## src/rtl/dir_pkg.sv

```systemverilog
`timescale 1ns/1ps
package dir_pkg;
  typedef enum logic [1:0] {
    DIR_UNC = 2'b00,
    DIR_SHR = 2'b01,
    DIR_EXC = 2'b10
  } dir_state_e;

  typedef enum logic [1:0] {
    RQ_READ  = 2'b00,
    RQ_WRITE = 2'b01,
    RQ_WBACK = 2'b10,
    RQ_RSVD  = 2'b11
  } req_kind_e;

  // coherence channel message kinds
  localparam logic [2:0] CK_NONE      = 3'd0;
  localparam logic [2:0] CK_INV       = 3'd1;
  localparam logic [2:0] CK_FETCH     = 3'd2;
  localparam logic [2:0] CK_FETCH_INV = 3'd3;
  localparam logic [2:0] CK_INTV_RD   = 3'd4;
  localparam logic [2:0] CK_INTV_WR   = 3'd5;
endpackage

```

## src/rtl/dir_entry_store.sv

```systemverilog
`timescale 1ns/1ps
module dir_entry_store
  import dir_pkg::*;
#(
  parameter int NODES = 8,
  parameter int NBLK  = 16,
  localparam int ADDR_W = $clog2(NBLK)
) (
  input  logic              clk,
  input  logic              rst_n,
  input  logic [ADDR_W-1:0] rd_addr,
  output dir_state_e        rd_state,
  output logic [NODES-1:0]  rd_sharers,
  input  logic              wr_en,
  input  logic [ADDR_W-1:0] wr_addr,
  input  dir_state_e        wr_state,
  input  logic [NODES-1:0]  wr_sharers
);
  dir_state_e       st_q [NBLK];
  logic [NODES-1:0] sh_q [NBLK];

  // every entry starts Uncached with no sharers
  always_ff @(posedge clk or negedge rst_n) begin
    if (!rst_n) begin
      for (int i = 0; i < NBLK; i++) begin
        st_q[i] <= DIR_UNC;
        sh_q[i] <= '0;
      end
    end else if (wr_en) begin
      st_q[wr_addr] <= wr_state;
      sh_q[wr_addr] <= wr_sharers;
    end
  end

  assign rd_state   = st_q[rd_addr];
  assign rd_sharers = sh_q[rd_addr];
endmodule

```

## src/rtl/dir_pend_track.sv

```systemverilog
`timescale 1ns/1ps
module dir_pend_track #(
  parameter int NODES = 8,
  parameter int NBLK  = 16,
  localparam int NODE_W = $clog2(NODES),
  localparam int ADDR_W = $clog2(NBLK)
) (
  input  logic              clk,
  input  logic              rst_n,
  input  logic              set,
  input  logic              clr,
  input  logic [ADDR_W-1:0] set_addr,
  input  logic [NODE_W-1:0] set_req,
  input  logic [NODE_W-1:0] set_owner,
  input  logic              set_wr,
  input  logic              set_c2c,
  output logic              busy,
  output logic [ADDR_W-1:0] addr,
  output logic [NODE_W-1:0] req,
  output logic [NODE_W-1:0] owner,
  output logic              is_wr,
  output logic              c2c
);
  always_ff @(posedge clk or negedge rst_n) begin
    if (!rst_n) begin
      busy  <= 1'b0;
      addr  <= '0;
      req   <= '0;
      owner <= '0;
      is_wr <= 1'b0;
      c2c   <= 1'b0;
    end else if (set) begin
      busy  <= 1'b1;
      addr  <= set_addr;
      req   <= set_req;
      owner <= set_owner;
      is_wr <= set_wr;
      c2c   <= set_c2c;
    end else if (clr) begin
      busy  <= 1'b0;
    end
  end
endmodule

```

## src/rtl/dir_home_ctrl.sv

```systemverilog
`timescale 1ns/1ps
module dir_home_ctrl
  import dir_pkg::*;
#(
  parameter int NODES  = 8,
  parameter int NBLK   = 16,
  parameter int DATA_W = 32,
  localparam int NODE_W = $clog2(NODES),
  localparam int ADDR_W = $clog2(NBLK)
) (
  input  logic              clk,
  input  logic              rst_n,
  input  logic              c2c_en,
  input  logic              req_valid,
  input  logic [1:0]        req_type,
  input  logic [NODE_W-1:0] req_src,
  input  logic [ADDR_W-1:0] req_addr,
  input  logic [DATA_W-1:0] req_data,
  input  logic              rsp_valid,
  input  logic [DATA_W-1:0] rsp_data,
  output logic [ADDR_W-1:0] mem_raddr,
  input  logic [DATA_W-1:0] mem_rdata,
  output logic              mem_we,
  output logic [ADDR_W-1:0] mem_waddr,
  output logic [DATA_W-1:0] mem_wdata,
  output logic              rep_valid,
  output logic              rep_nak,
  output logic [NODE_W-1:0] rep_dst,
  output logic [DATA_W-1:0] rep_data,
  output logic              coh_valid,
  output logic [2:0]        coh_kind,
  output logic [NODES-1:0]  coh_mask,
  output logic [ADDR_W-1:0] coh_addr,
  output logic [NODE_W-1:0] coh_req,
  output logic              fwd_valid,
  output logic [NODE_W-1:0] fwd_dst,
  output logic [ADDR_W-1:0] fwd_addr,
  output logic [DATA_W-1:0] fwd_data
);
  // one-hot sharer bit for a node
  function automatic logic [NODES-1:0] node_bit(input logic [NODE_W-1:0] n);
    node_bit = '0;
    node_bit[n] = 1'b1;
  endfunction

  // lowest set bit of a sharer vector; the owner of an Exclusive entry
  function automatic logic [NODE_W-1:0] low_index(input logic [NODES-1:0] m);
    low_index = '0;
    for (int i = NODES - 1; i >= 0; i--)
      if (m[i]) low_index = NODE_W'(i);
  endfunction

  // directory entry read at the request address
  dir_state_e       cur_state;
  logic [NODES-1:0] cur_sharers;

  // entry write port
  logic             st_we;
  logic [ADDR_W-1:0] st_waddr;
  dir_state_e       st_wstate;
  logic [NODES-1:0] st_wsh;

  // pending transaction
  logic              pend_set, pend_clr, pend_busy, pend_wr, pend_c2c;
  logic [ADDR_W-1:0] pend_addr;
  logic [NODE_W-1:0] pend_req, pend_owner;

  dir_entry_store #(.NODES(NODES), .NBLK(NBLK)) u_store (
    .clk(clk), .rst_n(rst_n),
    .rd_addr(req_addr), .rd_state(cur_state), .rd_sharers(cur_sharers),
    .wr_en(st_we), .wr_addr(st_waddr), .wr_state(st_wstate), .wr_sharers(st_wsh)
  );

  // named internal events
  logic [NODES-1:0]  src_mask;
  logic [NODE_W-1:0] owner_idx;
  logic is_rd, is_wr, is_wb;
  logic owned_by_src, need_owner, blk_busy, rsp_take, nak, go;

  assign src_mask     = node_bit(req_src);
  assign owner_idx    = low_index(cur_sharers);
  assign is_rd        = (req_type == RQ_READ);
  assign is_wr        = (req_type == RQ_WRITE);
  assign is_wb        = (req_type == RQ_WBACK);
  assign owned_by_src = (cur_state == DIR_EXC) && (cur_sharers == src_mask);
  assign need_owner   = (is_rd || is_wr) && (cur_state == DIR_EXC) && !owned_by_src;
  assign blk_busy     = pend_busy && (pend_addr == req_addr);
  assign rsp_take     = rsp_valid && pend_busy;   // stray response is dropped
  // conditions that earn a negative acknowledgement
  assign nak = req_valid &&
               (((is_rd || is_wr) && (rsp_take || blk_busy || owned_by_src ||
                                      (need_owner && pend_busy))) ||
                (is_wb && (rsp_take || blk_busy)));
  assign go  = req_valid && !nak;

  dir_pend_track #(.NODES(NODES), .NBLK(NBLK)) u_pend (
    .clk(clk), .rst_n(rst_n),
    .set(pend_set), .clr(pend_clr),
    .set_addr(req_addr), .set_req(req_src), .set_owner(owner_idx),
    .set_wr(is_wr), .set_c2c(c2c_en),
    .busy(pend_busy), .addr(pend_addr), .req(pend_req), .owner(pend_owner),
    .is_wr(pend_wr), .c2c(pend_c2c)
  );

  // next values of the registered channels
  logic              rep_v_n, rep_nak_n, coh_v_n, fwd_v_n;
  logic [NODE_W-1:0] rep_dst_n, coh_req_n, fwd_dst_n;
  logic [DATA_W-1:0] rep_data_n, fwd_data_n;
  logic [2:0]        coh_kind_n;
  logic [NODES-1:0]  coh_mask_n, inv_mask;

  assign mem_raddr = req_addr;
  assign inv_mask  = cur_sharers & ~src_mask;

  always_comb begin
    st_we      = 1'b0;
    st_waddr   = req_addr;
    st_wstate  = DIR_UNC;
    st_wsh     = '0;
    pend_set   = 1'b0;
    pend_clr   = 1'b0;
    mem_we     = 1'b0;
    mem_waddr  = req_addr;
    mem_wdata  = req_data;
    rep_v_n    = 1'b0;
    rep_nak_n  = 1'b0;
    rep_dst_n  = req_src;
    rep_data_n = '0;
    coh_v_n    = 1'b0;
    coh_kind_n = CK_NONE;
    coh_mask_n = '0;
    coh_req_n  = req_src;
    fwd_v_n    = 1'b0;
    fwd_dst_n  = pend_req;
    fwd_data_n = rsp_data;

    // owner response completes the waiting transaction
    if (rsp_take) begin
      pend_clr = 1'b1;
      st_we    = 1'b1;
      st_waddr = pend_addr;
      if (pend_wr) begin
        st_wstate = DIR_EXC;
        st_wsh    = node_bit(pend_req);
      end else begin
        st_wstate = DIR_SHR;
        st_wsh    = node_bit(pend_req) | node_bit(pend_owner);
        mem_we    = 1'b1;
        mem_waddr = pend_addr;
        mem_wdata = rsp_data;
      end
      fwd_v_n = !pend_c2c;
    end

    if (nak) begin
      rep_v_n   = 1'b1;
      rep_nak_n = 1'b1;
    end else if (go) begin
      unique case (req_type)
        RQ_READ: begin
          if (need_owner) begin
            coh_v_n    = 1'b1;
            coh_kind_n = c2c_en ? CK_INTV_RD : CK_FETCH;
            coh_mask_n = node_bit(owner_idx);
            pend_set   = 1'b1;
          end else begin
            rep_v_n    = 1'b1;
            rep_data_n = mem_rdata;
            st_we      = 1'b1;
            st_wstate  = DIR_SHR;
            st_wsh     = cur_sharers | src_mask;
          end
        end
        RQ_WRITE: begin
          if (need_owner) begin
            coh_v_n    = 1'b1;
            coh_kind_n = c2c_en ? CK_INTV_WR : CK_FETCH_INV;
            coh_mask_n = node_bit(owner_idx);
            pend_set   = 1'b1;
          end else begin
            coh_v_n    = |inv_mask;
            coh_kind_n = CK_INV;
            coh_mask_n = inv_mask;
            rep_v_n    = 1'b1;
            rep_data_n = mem_rdata;
            st_we      = 1'b1;
            st_wstate  = DIR_EXC;
            st_wsh     = src_mask;
          end
        end
        RQ_WBACK: begin
          if (owned_by_src) begin
            mem_we    = 1'b1;
            mem_waddr = req_addr;
            mem_wdata = req_data;
            st_we     = 1'b1;
            st_wstate = DIR_UNC;
            st_wsh    = '0;
          end
        end
        default: ;
      endcase
    end
  end

  always_ff @(posedge clk or negedge rst_n) begin
    if (!rst_n) begin
      rep_valid <= 1'b0;
      rep_nak   <= 1'b0;
      rep_dst   <= '0;
      rep_data  <= '0;
      coh_valid <= 1'b0;
      coh_kind  <= CK_NONE;
      coh_mask  <= '0;
      coh_addr  <= '0;
      coh_req   <= '0;
      fwd_valid <= 1'b0;
      fwd_dst   <= '0;
      fwd_addr  <= '0;
      fwd_data  <= '0;
    end else begin
      rep_valid <= rep_v_n;
      rep_nak   <= rep_nak_n;
      rep_dst   <= rep_dst_n;
      rep_data  <= rep_data_n;
      coh_valid <= coh_v_n;
      coh_kind  <= coh_kind_n;
      coh_mask  <= coh_mask_n;
      coh_addr  <= req_addr;
      coh_req   <= coh_req_n;
      fwd_valid <= fwd_v_n;
      fwd_dst   <= fwd_dst_n;
      fwd_addr  <= pend_addr;
      fwd_data  <= fwd_data_n;
    end
  end
endmodule

```

## config.mk

```make
export PLATFORM = sky130hd
export DESIGN_NAME = dir_home_ctrl
export DESIGN_NICKNAME = d
export VERILOG_FILES = /design/src/rtl/dir_pkg.sv /design/src/rtl/dir_entry_store.sv /design/src/rtl/dir_pend_track.sv /design/src/rtl/dir_home_ctrl.sv
export SDC_FILE = /design/constraint.sdc
export NUM_CORES = 1
export LEC_CHECK = 0
export BUFFER_PORTS_ARGS = -buffer_cell sky130_fd_sc_hd__buf_2
export CORE_ASPECT_RATIO = 1.1
export CORE_MARGIN = 4
export CORE_UTILIZATION = 50
export CTS_BUF_LIST = sky130_fd_sc_hd__clkbuf_8 sky130_fd_sc_hd__clkbuf_16
export CTS_CLUSTER_SIZE = 12
export DETAILED_ROUTE_END_ITERATION = 6
export PLACE_DENSITY = 0.76
export SETUP_SLACK_MARGIN = 0.05
export SLEW_MARGIN = 30
export SYNTH_ARGS = -nofsm -noshare
export SYNTH_HDL_FRONTEND = slang
export SYNTH_SLANG_ARGS = --single-unit
```

## constraint.sdc

```tcl
create_clock -name clk -period 3.85 [get_ports clk]
set_input_delay 0.385 -clock clk [delete_from_list [all_inputs] [get_ports clk]]
set_output_delay 0.385 -clock clk [all_outputs]
set_load 0.02 [all_outputs]
```

After elaboration in Yosys (flattened, before gate mapping)
Cells that the tools add are included.
{ "op_classes": {"mux": 101, "n_lt_le_gt_ge": 11, "n_eq_ne": 5, "n_bitwise": 6, "reduce_logical": 27} }
{ "op_table": {"columns": ["op", "n"], "rows": [
  ["two-way mux 32 bit", 10],
  ["bitwise mux 128 bit", 1],
  ["two-way mux 8 bit", 14],
  ["two-way mux 3 bit", 14],
  ["binary-select mux 8 bit (select 4 bit)", 1],
  ["bitwise mux 32 bit", 1],
  ["demux 8 bit (select 4 bit)", 1],
  ["two-way mux 1 bit", 30],
  ["two-way mux 4 bit", 7],
  ["case mux 8 bit (3 select lines)", 1],
  ["two-way mux 2 bit", 10],
  ["less-than comparator 3 x 4 -> 1 bit, second input constant", 4],
  ["OR 8 bit", 2],
  ["case mux 8 bit (2 select lines)", 1],
  ["logical AND 1 bit", 15],
  ["demux 1 bit (select 3 bit)", 4],
  ["greater-or-equal comparator 3 x 1 -> 1 bit, second input constant", 4],
  ["greater-or-equal comparator 5 bit, second input constant", 2],
  ["NOT 4 -> 5 bit", 2],
  ["bitwise AND 8 bit", 1],
  ["binary-select mux 2 bit (select 4 bit)", 1],
  ["demux 2 bit (select 4 bit)", 1],
  ["equality test 8 bit", 1],
  ["NOT 8 bit", 1],
  ["13 further kinds", 21]
]} }
{ "totals": {"in_bits": 110, "regBits": 266, "wordCells": 200, "output_inout_bits": 137} }

Depth between registers and ports, before layout
Gate-level depths: netlist of run 1.
{ "logic_depth": {"depth_word": 20, "ltp_mapped": 19, "mapped_depth_nobuf": 13} }

Modules after synthesis
From an unflattened synthesis of run 1, not the netlist that was laid out.
{ "unflattened": {"hier_cells": 819, "area_unflattened_um2": 12044.1} }
{ "by_module_without_submodules": {"columns": ["mod", "instances", "cells_each", "area_each_um2"], "rows": [
  ["dir_entry_store", 1, 453, 7354.6],
  ["dir_home_ctrl", 1, 338, 4171.5],
  ["dir_pend_track", 1, 28, 518.0]
]} }

Least setup slack after synthesis of run 1
No wires, ideal clock.
{ "synth_timing": {"kind": "input-to-reg", "start": "input req_addr[1]", "end": "register u_store.sh_q[64] (netlist bit)", "setup_ns": 0.126, "required_ns": 3.724, "cell_stages": 18, "t_arrival_ns": 4.371, "setup_slack_ns": -0.648, "cell_sequence": "buf_6 > buf_2 > clkbuf_1 > clkbuf_1 > mux4_2 > a22oi_1 > o21ai_1 > inv_1 > ha_1 > or4_1 > nor2_1 > nand3_1 > nand4_1 > or4b_4 > buf_6 > o21a_2 > buf_6 > o32a_1"} }
{ "synth_via": {"elab_chain_len": 18, "elab_cells_between_ends": 45} }
{ "synth_lines": {"columns": ["item", "line_no", "text"], "rows": [
  ["from (decl)", "dir_home_ctrl.sv:17", "input logic [ADDR_W-1:0] req_addr,"],
  ["NOT 4 -> 5 bit (not written as such)", "dir_entry_store.sv:35, dir_entry_store.sv:36", null],
  ["binary-select mux 8 bit (select 4 bit) / binary-select mux 2 bit (select 4 bit) (equally long branches)", "dir_entry_store.sv:36, dir_entry_store.sv:35", null],
  ["two-way mux 8 bit (not written as such) / two-way mux 2 bit (equally long branches) (2 in a row)", "dir_entry_store.sv:36, dir_entry_store.sv:35", null],
  ["equality test 8 bit / equality test 2 bit (equally long branches)", "dir_home_ctrl.sv:85, dir_home_ctrl.sv:86", null],
  ["logical AND 1 bit", "dir_home_ctrl.sv:85", "assign owned_by_src = (cur_state == DIR_EXC) && (cur_sharers == src_mask);"],
  ["zero test 1 bit", "dir_home_ctrl.sv:86", "assign need_owner = (is_rd || is_wr) && (cur_state == DIR_EXC) && !owned_by_src;"],
  ["logical AND 1 bit", "dir_home_ctrl.sv:86", null],
  ["logical AND 1 bit", "dir_home_ctrl.sv:92", "(need_owner && pend_busy))) ||"],
  ["logical OR 1 bit", "dir_home_ctrl.sv:91", "(((is_rd || is_wr) && (rsp_take || blk_busy || owned_by_src ||"],
  ["logical AND 1 bit", "dir_home_ctrl.sv:91", null],
  ["logical OR 1 bit", "dir_home_ctrl.sv:92", null],
  ["logical AND 1 bit", "dir_home_ctrl.sv:90", "assign nak = req_valid &&"],
  ["zero test 1 bit", "dir_home_ctrl.sv:94", "assign go = req_valid && !nak;"],
  ["logical AND 1 bit", "dir_home_ctrl.sv:94", null],
  ["two-way mux 8 bit", "dir_home_ctrl.sv:158", "end else if (go) begin"],
  ["two-way mux 8 bit", "dir_home_ctrl.sv:155", "if (nak) begin"],
  ["bitwise mux 128 bit", "dir_entry_store.sv:31", "sh_q[wr_addr] <= wr_sharers;"],
  ["to (signal, indexed assignment)", "dir_entry_store.sv:31", null],
  ["to (decl)", "dir_entry_store.sv:20", "logic [NODES-1:0] sh_q [NBLK];"]
]} }
Parallel ways exist; a longest one is shown, timed or not. The select of a mux whose other input is x is not followed.
A chain may end at the register's enable or synchronous reset.

Worst setup path in the final report of run 1
{ "layout_timing": {"start": "register u_store.sh_q[44] (netlist bit)", "end": "register u_store.st_q[29] (netlist bit)"} }
{ "layout_via": {"elab_chain_len": 17, "elab_cells_between_ends": 27} }
{ "layout_lines": {"columns": ["item", "line_no", "text"], "rows": [
  ["binary-select mux 8 bit (select 4 bit) (*)", "dir_entry_store.sv:36", "assign rd_sharers = sh_q[rd_addr];"],
  ["two-way mux 8 bit (not written as such) (*) (2 in a row)", "dir_entry_store.sv:36", null],
  ["equality test 8 bit (*)", "dir_home_ctrl.sv:85", null],
  ["logical AND 1 bit (*)", "dir_home_ctrl.sv:85", null],
  ["zero test 1 bit", "dir_home_ctrl.sv:86", null],
  ["logical AND 1 bit", "dir_home_ctrl.sv:86", null],
  ["logical AND 1 bit", "dir_home_ctrl.sv:92", null],
  ["logical OR 1 bit", "dir_home_ctrl.sv:91", null],
  ["logical AND 1 bit", "dir_home_ctrl.sv:91", null],
  ["logical OR 1 bit", "dir_home_ctrl.sv:92", null],
  ["logical AND 1 bit", "dir_home_ctrl.sv:90", null],
  ["zero test 1 bit", "dir_home_ctrl.sv:94", null],
  ["logical AND 1 bit", "dir_home_ctrl.sv:94", null],
  ["two-way mux 2 bit", "dir_home_ctrl.sv:158", null],
  ["two-way mux 2 bit", "dir_home_ctrl.sv:155", null],
  ["bitwise mux 32 bit", "dir_entry_store.sv:30", "st_q[wr_addr] <= wr_state;"],
  ["to (signal, indexed assignment)", "dir_entry_store.sv:30", null],
  ["to (decl)", "dir_entry_store.sv:19", "dir_state_e st_q [NBLK];"]
]} }
Mark *: on every way between the ends. The rest lies on a longest branch, timed or not. The select of a mux whose other input is x is not followed.

==> flow_metrics.env, run 1 <==
export IMPL_rsz0062_at_grt="true"
export IMPL_ys_async_sr_fraction_pct=100
export IMPL_cp_top_family="simple AND/OR/NAND/NOR gates"
export IMPL_grt_max_degree=113
export IMPL_leakage_nw=7.35
export IMPL_area_growth_pct=31.9
export IMPL_path_cells="mux4_2, a22o_1, a221oi_2, buf_4, ha_4, or4_4, nor2_4, nand3_2, nand4_1, or4b_4, buf_6, buf_8, nor3_4, buf_6, buf_12, o32a_1"
export IMPL_finalCriticalPeriod_ns=4.04
export IMPL_power_switching_w=0.00361
export IMPL_grt_overflow=0
export IMPL_setup_slack_ns=-0.195
export IMPL_swShare_pct=33.9
export IMPL_grt_pass1_vias=11000
export IMPL_critPathRequiredTime_ns=4.31
export IMPL_peakVddDrop_uv=282
export IMPL_wl_um=44000
export IMPL_synth_top_area_share_pct=54.1
export IMPL_clock_sinks=266
export IMPL_wl_met2_um=20400
export IMPL_crit_slowest_cell="or4b_4"
export IMPL_port_buffers=246
export IMPL_worstMarginPinSlew_ns=1.06
export IMPL_num_vias=10800
export IMPL_wl_met3_um=5200
export IMPL_cts_root_buf="clkbuf_16"
export IMPL_die_x_um=158
export IMPL_antenna_found_initial=0
export IMPL_p_per_area_mw_per_mm2=657
export IMPL_gp_congestion=0.968
export IMPL_dr_pass1_iters=5
export IMPL_crit_top_cell="buf_6"
export IMPL_clk_latency_ns=0.53
export IMPL_violations="setup timing"
export IMPL_groute_usage_overall_pct=31.4
export IMPL_arrival_ns=4.50
export IMPL_synthesis_nets=1083
export IMPL_wl_met1_um=15400
export IMPL_clock_fmax_mhz=247
export IMPL_final_setup_tns_ns=-10.20
export IMPL_die_y_um=172
export IMPL_cts_max_path_buffers=3
export IMPL_finalSetupViolations=150
export IMPL_outcome="complete, but fails checks"
export IMPL_synth_area_mm2=0.0123
export IMPL_synth_seq_cells=266
export IMPL_yosys_most_used_dff="dfrtp_1"
export IMPL_netlist_instances=957
export IMPL_drc=0
export IMPL_start_util_pct=51.4
export IMPL_drive_above_1_share_pct=39.9
export IMPL_synth_edf_count=0
export IMPL_drt_initial_drc_count=1197
export IMPL_cts_made_buffers=27
export IMPL_cp_max_fo=5
export IMPL_detail_route_antenna_nets=0
export IMPL_synth_area_leaders="dfrtp_1 54%, o32a_1 13%, mux4_2 5.3%, mux2_2 3.4%, nand2_1 2.5%"
export IMPL_nets=1449
export IMPL_cts_tree="done"
export IMPL_stdcell_area_mm2=0.0162
export IMPL_wire_per_inst_um=26.9
export IMPL_hold_viol=0
export IMPL_ys_seq_area_share_pct=54.1
export IMPL_grt_pass1_wl_um=65600
export IMPL_drt_vias_per_instance=6.62
export IMPL_seqPwrFrac_pct=42.2
export IMPL_fin_util_pct=67.8
export IMPL_max_cap_violations=0
export IMPL_criticalPathCategory="reg -> reg"
export IMPL_min_period_over_period_pct=105
export IMPL_synth_top_cell_by_area="dfrtp_1"
export IMPL_whs_ns=0.0188
export IMPL_pin_count=247
export IMPL_place_area_mm2=0.0145
export IMPL_path_buf_inv=5
export IMPL_highest_layer="met4"
export IMPL_yosys_warnings=0
export IMPL_htree_levels=1
export IMPL_cp_start_kind="flop"
export IMPL_endpoint_kind="flop"
export IMPL_slowest_delay_ns=0.54
export IMPL_fin_skew_ns=0.0112
export IMPL_clkTransAtPathRegs_ns=0.06
export IMPL_slew_violations=0
export IMPL_num_rows=59
export IMPL_core_area_mm2=0.0239
export IMPL_relSlewSlack_pct=29.4
export IMPL_avgSynthCellArea_um2=12.9
export IMPL_dieArea_mm2=0.0272
export IMPL_netlist_cell_type_count=64
export IMPL_dpl_hpwl_um=27100
export IMPL_place_ws_ns=-0.639
export IMPL_hold_path_class="in -> reg"
export IMPL_clkPwrFrac_pct=22.1
export IMPL_p_int_w=0.00704
export IMPL_power_frac_comb_pct=35.7
## power by group through the flow
stage	Clock, W	Sequential [W]	Combinational, W
finish	0.00235	0.00449	0.00381
global route	0.00247	0.00456	0.00402
CTS	0.00236	0.00443	0.00364
detailed placement	0	0.00445	0.00342
global placement	0	0.00442	0.00331
floorplan	0	0.00431	0.00236
## registers in the layout (all words and copies together), names as in the netlist, 4 cells and up
| register | flops |
|---|---|
| coh_addr | 4 |
| coh_mask | 8 |
| fwd_addr | 4 |
| fwd_data | 32 |
| rep_data | 32 |
| u_pend.addr | 4 |
| u_store.sh_q | 128 |
| u_store.st_q | 32 |
## path summary, 6_finish.rpt
| path | start | to | slack (ns) | depth (start not counted) |
|---|---|---|---|---|
| worst max-delay path | u_store.sh_q[44] | u_store.st_q[29] | -0.19 | 16 |
| worst min-delay path | rsp_data[15] | fwd_data[15] | 0.02 | 1 |
| worst max register to register | u_store.sh_q[44] | u_store.st_q[29] | -0.19 | 16 |
| worst min register to register | u_pend.c2c | fwd_valid | 0.42 | 1 |
| max in group asynchronous | rst_n | u_store.sh_q[12] | 2.40 | 3 |
| min in group asynchronous | rst_n | fwd_data[18] | 0.51 | 2 |
## synth_stat cells (all sizes together) (7+ instances only)
cell type	number
o32a	160
mux2	37
mux4	29
o21ai	21
nand2b	10
clkbuf	26
inv	17
o21a	7
dfrtp	266
o211ai	7
buf	45
nor3	20
nor2	40
nand3	15
nand2	83
a21oi	12
ha	16
and2	36
mux2i	14
## cell usage in the layout (no fill, tap or decap), types with 12 or more instances in the layout
cell type      synthesis  layout
a21oi_1               12      12
and2_1                36      36
buf_12                 0      19
buf_2                 12     243
buf_4                 10      79
buf_6                 12      17
clkbuf_16              0      27
dfrtp_1              266     266
dlygate4sd3_1          0      30
ha_1                  16      13
inv_1                 17      21
mux2_2                37      37
mux4_2                29      29
nand2_1               83      83
nand3_1               15      14
nor2_1                40      37
nor3_4                16      16
o21a_4                 1      18
o21ai_0               20      20
o32a_1               160     160
## layer usage
metal | vias up | global-route usage, %
met4 | 0 | 19.2
met2 | 794 | 48.1
li1 | 4488 | -
met1 | 5353 | 39.5
met3 | 214 | 9.19
met5 | - | 0
## through the flow
| step | power [W] | instances |
|---|---|---|
| 3_5_place_dp | 0.00788 | 1530 |
| 5_1_grt | 0.0111 | 1637 |
| 2_1_floorplan | 0.00667 | 957 |
| 4_1_cts | 0.0104 | 1627 |
| 3_3_place_gp | 0.00773 | 1530 |
| 6_report | 0.0107 | 1638 |
## layout make-up
class / count / area, um2
fill: 1644 / 7700
sequential: 266 / 6660
multi-input combinational: 618 / 5570
timing repair buffer: 393 / 2790
clock buffer: 30 / 717
tap: 305 / 382
inverter: 17 / 63.8
clock inverter: 8 / 36.3
antenna: 1 / 2.50
## kinds of logic after synthesis
logic type / after synthesis / synth area share [%]
fa+ha+maj: 16 / 1.63
buf+inv: 88 / 3.85
xor+xnor: 4 / 0.285
simple gates: 252 / 12.0
compound gates: 251 / 18.3
flops: 266 / 54.1
mux: 80 / 9.84
## repair_timing
item | 4_1_cts | 5_1_grt
cloned | 18 | 0
setup endpoints to repair | 161 | 169
buffers inserted | 11 | 11
pin swaps | 15 | 15
gates resized for setup | 44 | 11
hold buffers | 30 | 0
hold endpoints to repair | 139 | 0
Power figures use the tool's default switching activity.
==> inputs of run 2 (changes only) <==
CORE_UTILIZATION = 55   (was 50)
PLACE_DENSITY = 0.8   (was 0.76)
clock period = 3.9 ns   (was 3.85 ns; I/O delays follow)
==> run 2 against run 1 <==
The flow still finishes with violations (setup timing). Clock power is 7% higher. First-iteration DRC count rose by 5.6%. Critical path type unchanged. Cell area shrank 1.4%. Wire length shrank 4.5%. Worst hold slack got worse by 0.0024 ns.
==> flow_metrics.env, run 2 (same netlist as run 1, synthesis figures left out) <==
export IMPL_outcome="complete, but fails checks"
export IMPL_violations="setup timing"
export IMPL_grt_pass1_vias=10700
export IMPL_worstHoldPathCells=1
export IMPL_relSlewSlack_pct=27.7
export IMPL_mostFrequentLayoutCells="266 x dfrtp_1, 244 x buf_2, 160 x o32a_1"
export IMPL_finalCriticalPeriod_ns=4.09
export IMPL_gp_congestion=0.947
export IMPL_die_y_um=165
export IMPL_rsz0062_at_grt="true"
export IMPL_dpl_hpwl_um=26500
export IMPL_hold_viol=0
export IMPL_cts_max_path_buffers=3
export IMPL_place_area_mm2=0.0145
export IMPL_min_period_over_period_pct=105
export IMPL_htree_levels=1
export IMPL_rr_endpoint="u_store.sh_q[114]"
export IMPL_num_rows=57
export IMPL_cp_max_fo=7
export IMPL_drt_vias_per_instance=6.68
export IMPL_cts_made_buffers=28
export IMPL_clkTransAtPathRegs_ns=0.06
export IMPL_stdcell_area_mm2=0.0160
export IMPL_arrival_ns=4.56
export IMPL_detail_route_antenna_nets=0
export IMPL_final_setup_tns_ns=-22.83
export IMPL_hold_path_class="in -> reg"
export IMPL_drive_above_1_share_pct=38.8
export IMPL_critPathRequiredTime_ns=4.37
export IMPL_cts_tree="done"
export IMPL_endpoint_kind="flop"
export IMPL_reg2reg_slack_ns=-0.19
export IMPL_setup_slack_ns=-0.195
export IMPL_finalSetupViolations=161
export IMPL_top_register="u_store.sh_q"
export IMPL_rr_worst_depth=16
export IMPL_worstHoldEndpoint="fwd_data[23]"
export IMPL_fin_util_pct=72.6
export IMPL_clock_fmax_mhz=244
export IMPL_worstMarginPinSlew_ns=1.08
export IMPL_grt_overflow=0
export IMPL_cts_root_buf="clkbuf_16"
export IMPL_largest_register_ffs=128
export IMPL_leakage_nw=7.30
export IMPL_max_cap_violations=0
export IMPL_wl_um=42000
export IMPL_fillerInstances=1399
export IMPL_r2r_start="u_store.sh_q[100]"
export IMPL_grt_max_degree=126
export IMPL_holdCritStartpoint="rsp_data[23]"
export IMPL_final_common_cell="dfrtp_1"
export IMPL_wire_per_inst_um=26.1
export IMPL_port_buffers=246
export IMPL_core_area_mm2=0.0220
export IMPL_finalPower_w=0.0106
export IMPL_start_util_pct=55.8
export IMPL_dieArea_mm2=0.0248
export IMPL_peakVddDrop_uv=328
export IMPL_drt_initial_drc_count=1264
export IMPL_area_growth_pct=30.1
export IMPL_antenna_found_initial=1
export IMPL_nets=1427
export IMPL_num_vias=10700
export IMPL_pin_count=247
export IMPL_criticalPathCategory="reg -> reg"
export IMPL_slew_violations=0
export IMPL_p_per_area_mw_per_mm2=665
export IMPL_groute_usage_overall_pct=32.8
export IMPL_clk_latency_ns=0.55
export IMPL_grt_pass1_wl_um=62500
export IMPL_drc=0
export IMPL_dr_pass1_iters=7
export IMPL_cp_start_kind="flop"
export IMPL_clock_sinks=266
export IMPL_die_x_um=151
export IMPL_fin_skew_ns=0.0223
## run 2: cell count changes in the layout (fill, tap and decap cells not counted), moves of 2 or more
cell	change
mux2i_1	+2
buf_6	-7
mux2i_2	-2
buf_4	-5
clkbuf_16	+2
o21a_4	-10
clkinv_2	+2
## run 2: how the worst max path moves through the flow
| stage | depth (start not counted) | from | to | slack (ns) |
|---|---|---|---|---|
| floorplan | 19 | req_addr[0] | u_store.sh_q[121] | -0.15 |
| global placement | 16 | req_addr[0] | u_store.sh_q[29] | -0.49 |
| detailed placement | 16 | req_addr[0] | u_store.sh_q[4] | -0.58 |
| CTS | 16 | u_store.sh_q[101] | u_store.sh_q[32] | -0.06 |
| global route | 15 | u_store.sh_q[100] | u_store.sh_q[37] | -0.25 |
| finish | 16 | u_store.sh_q[100] | u_store.sh_q[114] | -0.19 |
## run 2: through the flow
stage	hold slack, ns	worst slack [ns]	instances
after global routing	0.00501	-0.254	1608
final	0.0164	-0.195	1609
after CTS	0.00262	-0.0569	1603
after detailed placement	0.436	-0.579	1516
after global placement	0.436	-0.490	1516
after floorplan	0.0944	-0.155	957
## run 2: critical path, cell delays in order (launching register included)
cell	delay (ns)
dfrtp_1	0.38
mux4_2	0.52
a22o_4	0.31
a221oi_4	0.24
buf_6	0.16
ha_4	0.19
or4_4	0.55
nor2_4	0.11
nand3_2	0.08
nand4_1	0.10
or4b_4	0.52
buf_4	0.17
buf_12	0.14
nor3_4	0.12
buf_6	0.15
buf_12	0.11
o32a_1	0.17
## run 2: repair_timing
item                       CTS  global route
pin swaps                   13            14
hold endpoints to repair    41             0
gates cloned                 6             0
setup endpoints to repair  161           161
hold buffers                30             0
setup buffers                9             6
gates resized for setup     24             8
## run 2: layer usage
metal | global-route usage, % | vias up | wire (um) | part of all wire, %
met5 | 0 | - | 0 | 0
met3 | 8.26 | 183 | 4640 | 11
met2 | 51.5 | 808 | 19900 | 47
li1 | - | 4402 | - | -
met4 | 15.2 | 0 | 2180 | 5.2
met1 | 43.3 | 5356 | 15300 | 36
## run 2: area by class of cell
class	instances	area (um2)	share of cell area, %
repair buffers	381	2660	16.6
diodes	1	2.50	0.0156
clock inverters	11	80.1	0.500
multi-input cells	607	5420	33.8
flip-flops and latches	266	6660	41.6
clock buffers	31	753	4.71
inverters	17	63.8	0.399
well taps	295	369	2.31
## run 2: power by group
part           total, W  internal, W  leakage [nW]  switching [W]
clock           0.00252      0.00143         0.434        0.00109
combinational   0.00367      0.00193          3.56        0.00174
sequential      0.00445      0.00374          3.30       0.000708
==> inputs of run 3 (changes only) <==
clock period = 4.3 ns   (was 3.9 ns; I/O delays follow)
==> run 3 against run 2 <==
The run now ends clean. Worst hold slack about the same. Sequential power decreased by 9.9%. First-iteration DRC count decreased by 15%. Register-to-register slack improved by 0.48 ns. Via count decreased by 5.0%. Largest power group unchanged. Highest routed layer unchanged.
==> flow_metrics.env, run 3 (same netlist as run 1, synthesis figures left out) <==
export IMPL_outcome="complete, no violations"
export IMPL_rsz0062_at_grt="false"
export IMPL_dpl_hpwl_um=26900
export IMPL_core_area_mm2=0.0220
export IMPL_nets=1371
export IMPL_cp_max_fo=3
export IMPL_fin_skew_ns=0.00943
export IMPL_relSlewSlack_pct=33.4
export IMPL_num_vias=10200
export IMPL_multi_input_area_mm2=0.00522
export IMPL_grtUsageMet1_pct=40.0
export IMPL_drt_vias_per_instance=6.59
export IMPL_fillerInstances=1510
export IMPL_cts_made_buffers=27
export IMPL_antenna_found_initial=0
export IMPL_endpoint_kind="output port"
export IMPL_drive_above_1_share_pct=37.1
export IMPL_die_y_um=165
export IMPL_rr_endpoint="u_store.sh_q[32]"
export IMPL_diodes=0
export IMPL_clock_fmax_mhz=247
export IMPL_use_met3_pct=6.67
export IMPL_pin_count=247
export IMPL_clkTransAtPathRegs_ns=0.06
export IMPL_leakage_nw=7.00
export IMPL_final_setup_tns_ns=0
export IMPL_wl_um=38600
export IMPL_wire_per_inst_um=24.9
export IMPL_largest_register_ffs=128
export IMPL_rr_worst_depth=14
export IMPL_cts_tree="done"
export IMPL_drt_initial_drc_count=1075
export IMPL_htree_levels=1
export IMPL_clock_sinks=266
export IMPL_gp_congestion=0.980
export IMPL_cts_max_path_buffers=3
export IMPL_start_util_pct=55.8
export IMPL_crit_top_cell="buf_4"
export IMPL_ff_latch_area_mm2=0.00666
export IMPL_grt_util_met2_pct=47.3
export IMPL_finalCriticalPeriod_ns=4.04
export IMPL_crit_slowest_cell="or4_1"
export IMPL_path_depth=11
export IMPL_setup_slack_ns=0.256
export IMPL_dr_pass1_iters=5
export IMPL_worstMarginPinSlew_ns=0.999
export IMPL_dieArea_mm2=0.0248
export IMPL_p_per_area_mw_per_mm2=600
export IMPL_finalSetupViolations=0
export IMPL_hold_viol=0
export IMPL_port_buffers=246
export IMPL_arrival_ns=3.61
export IMPL_grt_busiest_layer="met2"
export IMPL_slowest_delay_ns=0.53
export IMPL_cp_top_family="simple AND/OR/NAND/NOR gates"
export IMPL_max_cap_violations=0
export IMPL_drc=0
export IMPL_criticalPathCategory="reg -> out"
export IMPL_top_register="u_store.sh_q"
export IMPL_cts_root_buf="clkbuf_16"
export IMPL_area_growth_pct=24.2
export IMPL_reg2reg_slack_ns=0.29
export IMPL_clk_latency_ns=0.53
export IMPL_critPathRequiredTime_ns=3.87
export IMPL_num_rows=57
export IMPL_min_period_over_period_pct=94.0
export IMPL_hold_path_class="in -> reg"
export IMPL_grt_pass1_wl_um=57900
export IMPL_detail_route_antenna_nets=0
export IMPL_path_buf_inv=3
export IMPL_r2r_start="u_store.sh_q[108]"
export IMPL_grt_max_degree=121
export IMPL_path_cells="mux4_2, a22o_1, a221oi_1, buf_4, ha_1, or4_1, nor2_2, nand3_1, buf_4, o31ai_2, buf_2"
export IMPL_mostFrequentLayoutCells="266 x dfrtp_1, 245 x buf_2, 160 x o32a_1"
export IMPL_slew_violations=0
export IMPL_final_common_cell="dfrtp_1"
export IMPL_grt_overflow=0
export IMPL_die_x_um=151
export IMPL_grt_pass1_vias=10200
export IMPL_crit_start="u_store.sh_q[108]"
export IMPL_peakVddDrop_uv=331
export IMPL_place_ws_ns=-0.126
export IMPL_groute_usage_overall_pct=30.2
export IMPL_endpoint="mem_we"
export IMPL_cp_start_kind="flop"
## run 3: repair_timing
action	in CTS	in global routing
hold buffers	0	1
hold endpoints to repair	0	48
buffers inserted	0	0
gates resized for setup	0	1
setup endpoints to repair	0	1
## run 3: worst min path at each step
stage / startpoint / cells after the start / to / slack [ns]
2_1_floorplan: rst_n / 0 / coh_addr[0] / 0.13
3_3_place_gp: u_pend.c2c / 1 / fwd_valid / 0.42
3_5_place_dp: u_pend.c2c / 1 / fwd_valid / 0.43
4_1_cts: rst_n / 1 / fwd_data[24] / 0.006
5_1_grt: rsp_data[13] / 1 / fwd_data[13] / 0.008
6_report: rsp_data[15] / 1 / fwd_data[15] / 0.02
## run 3: cell type report
| type | count | area share, % |
|---|---|---|
| Inverter | 17 | 0.418 |
| Clock inverter | 9 | 0.287 |
| Timing Repair Buffer | 330 | 14.3 |
| Sequential cell | 266 | 43.6 |
| Tap cell | 295 | 2.42 |
| Clock buffer | 31 | 4.79 |
| Multi-Input combinational cell | 603 | 34.2 |
## run 3: stage by stage
step	util (%)	total power [W]	hold slack, ns	cell area (um2)	std cells
floorplan	-	0.00594	0.134	12400	957
global placement	65.6	0.00686	0.419	14500	1509
detailed placement	65.6	0.00700	0.426	14500	1509
CTS	69.1	0.00913	0.00586	15200	1549
global route	69.3	0.00958	0.00802	15300	1551
finish	69.3	0.00917	0.0162	15300	1551
## run 3: power by group
part | leakage (nW) | internal, W | switching (W)
sequential | 3.30 | 0.00339 | 0.000618
combinational | 3.29 | 0.00160 | 0.00145
clock | 0.402 | 0.00119 | 0.000923
## run 3: per-layer routing
metal  up-vias  share of wire [%]
li1       4301                  -
met5         -                  0
met3       150                9.8
met2       645                 48
met1      5120                 37
met4         0                5.5
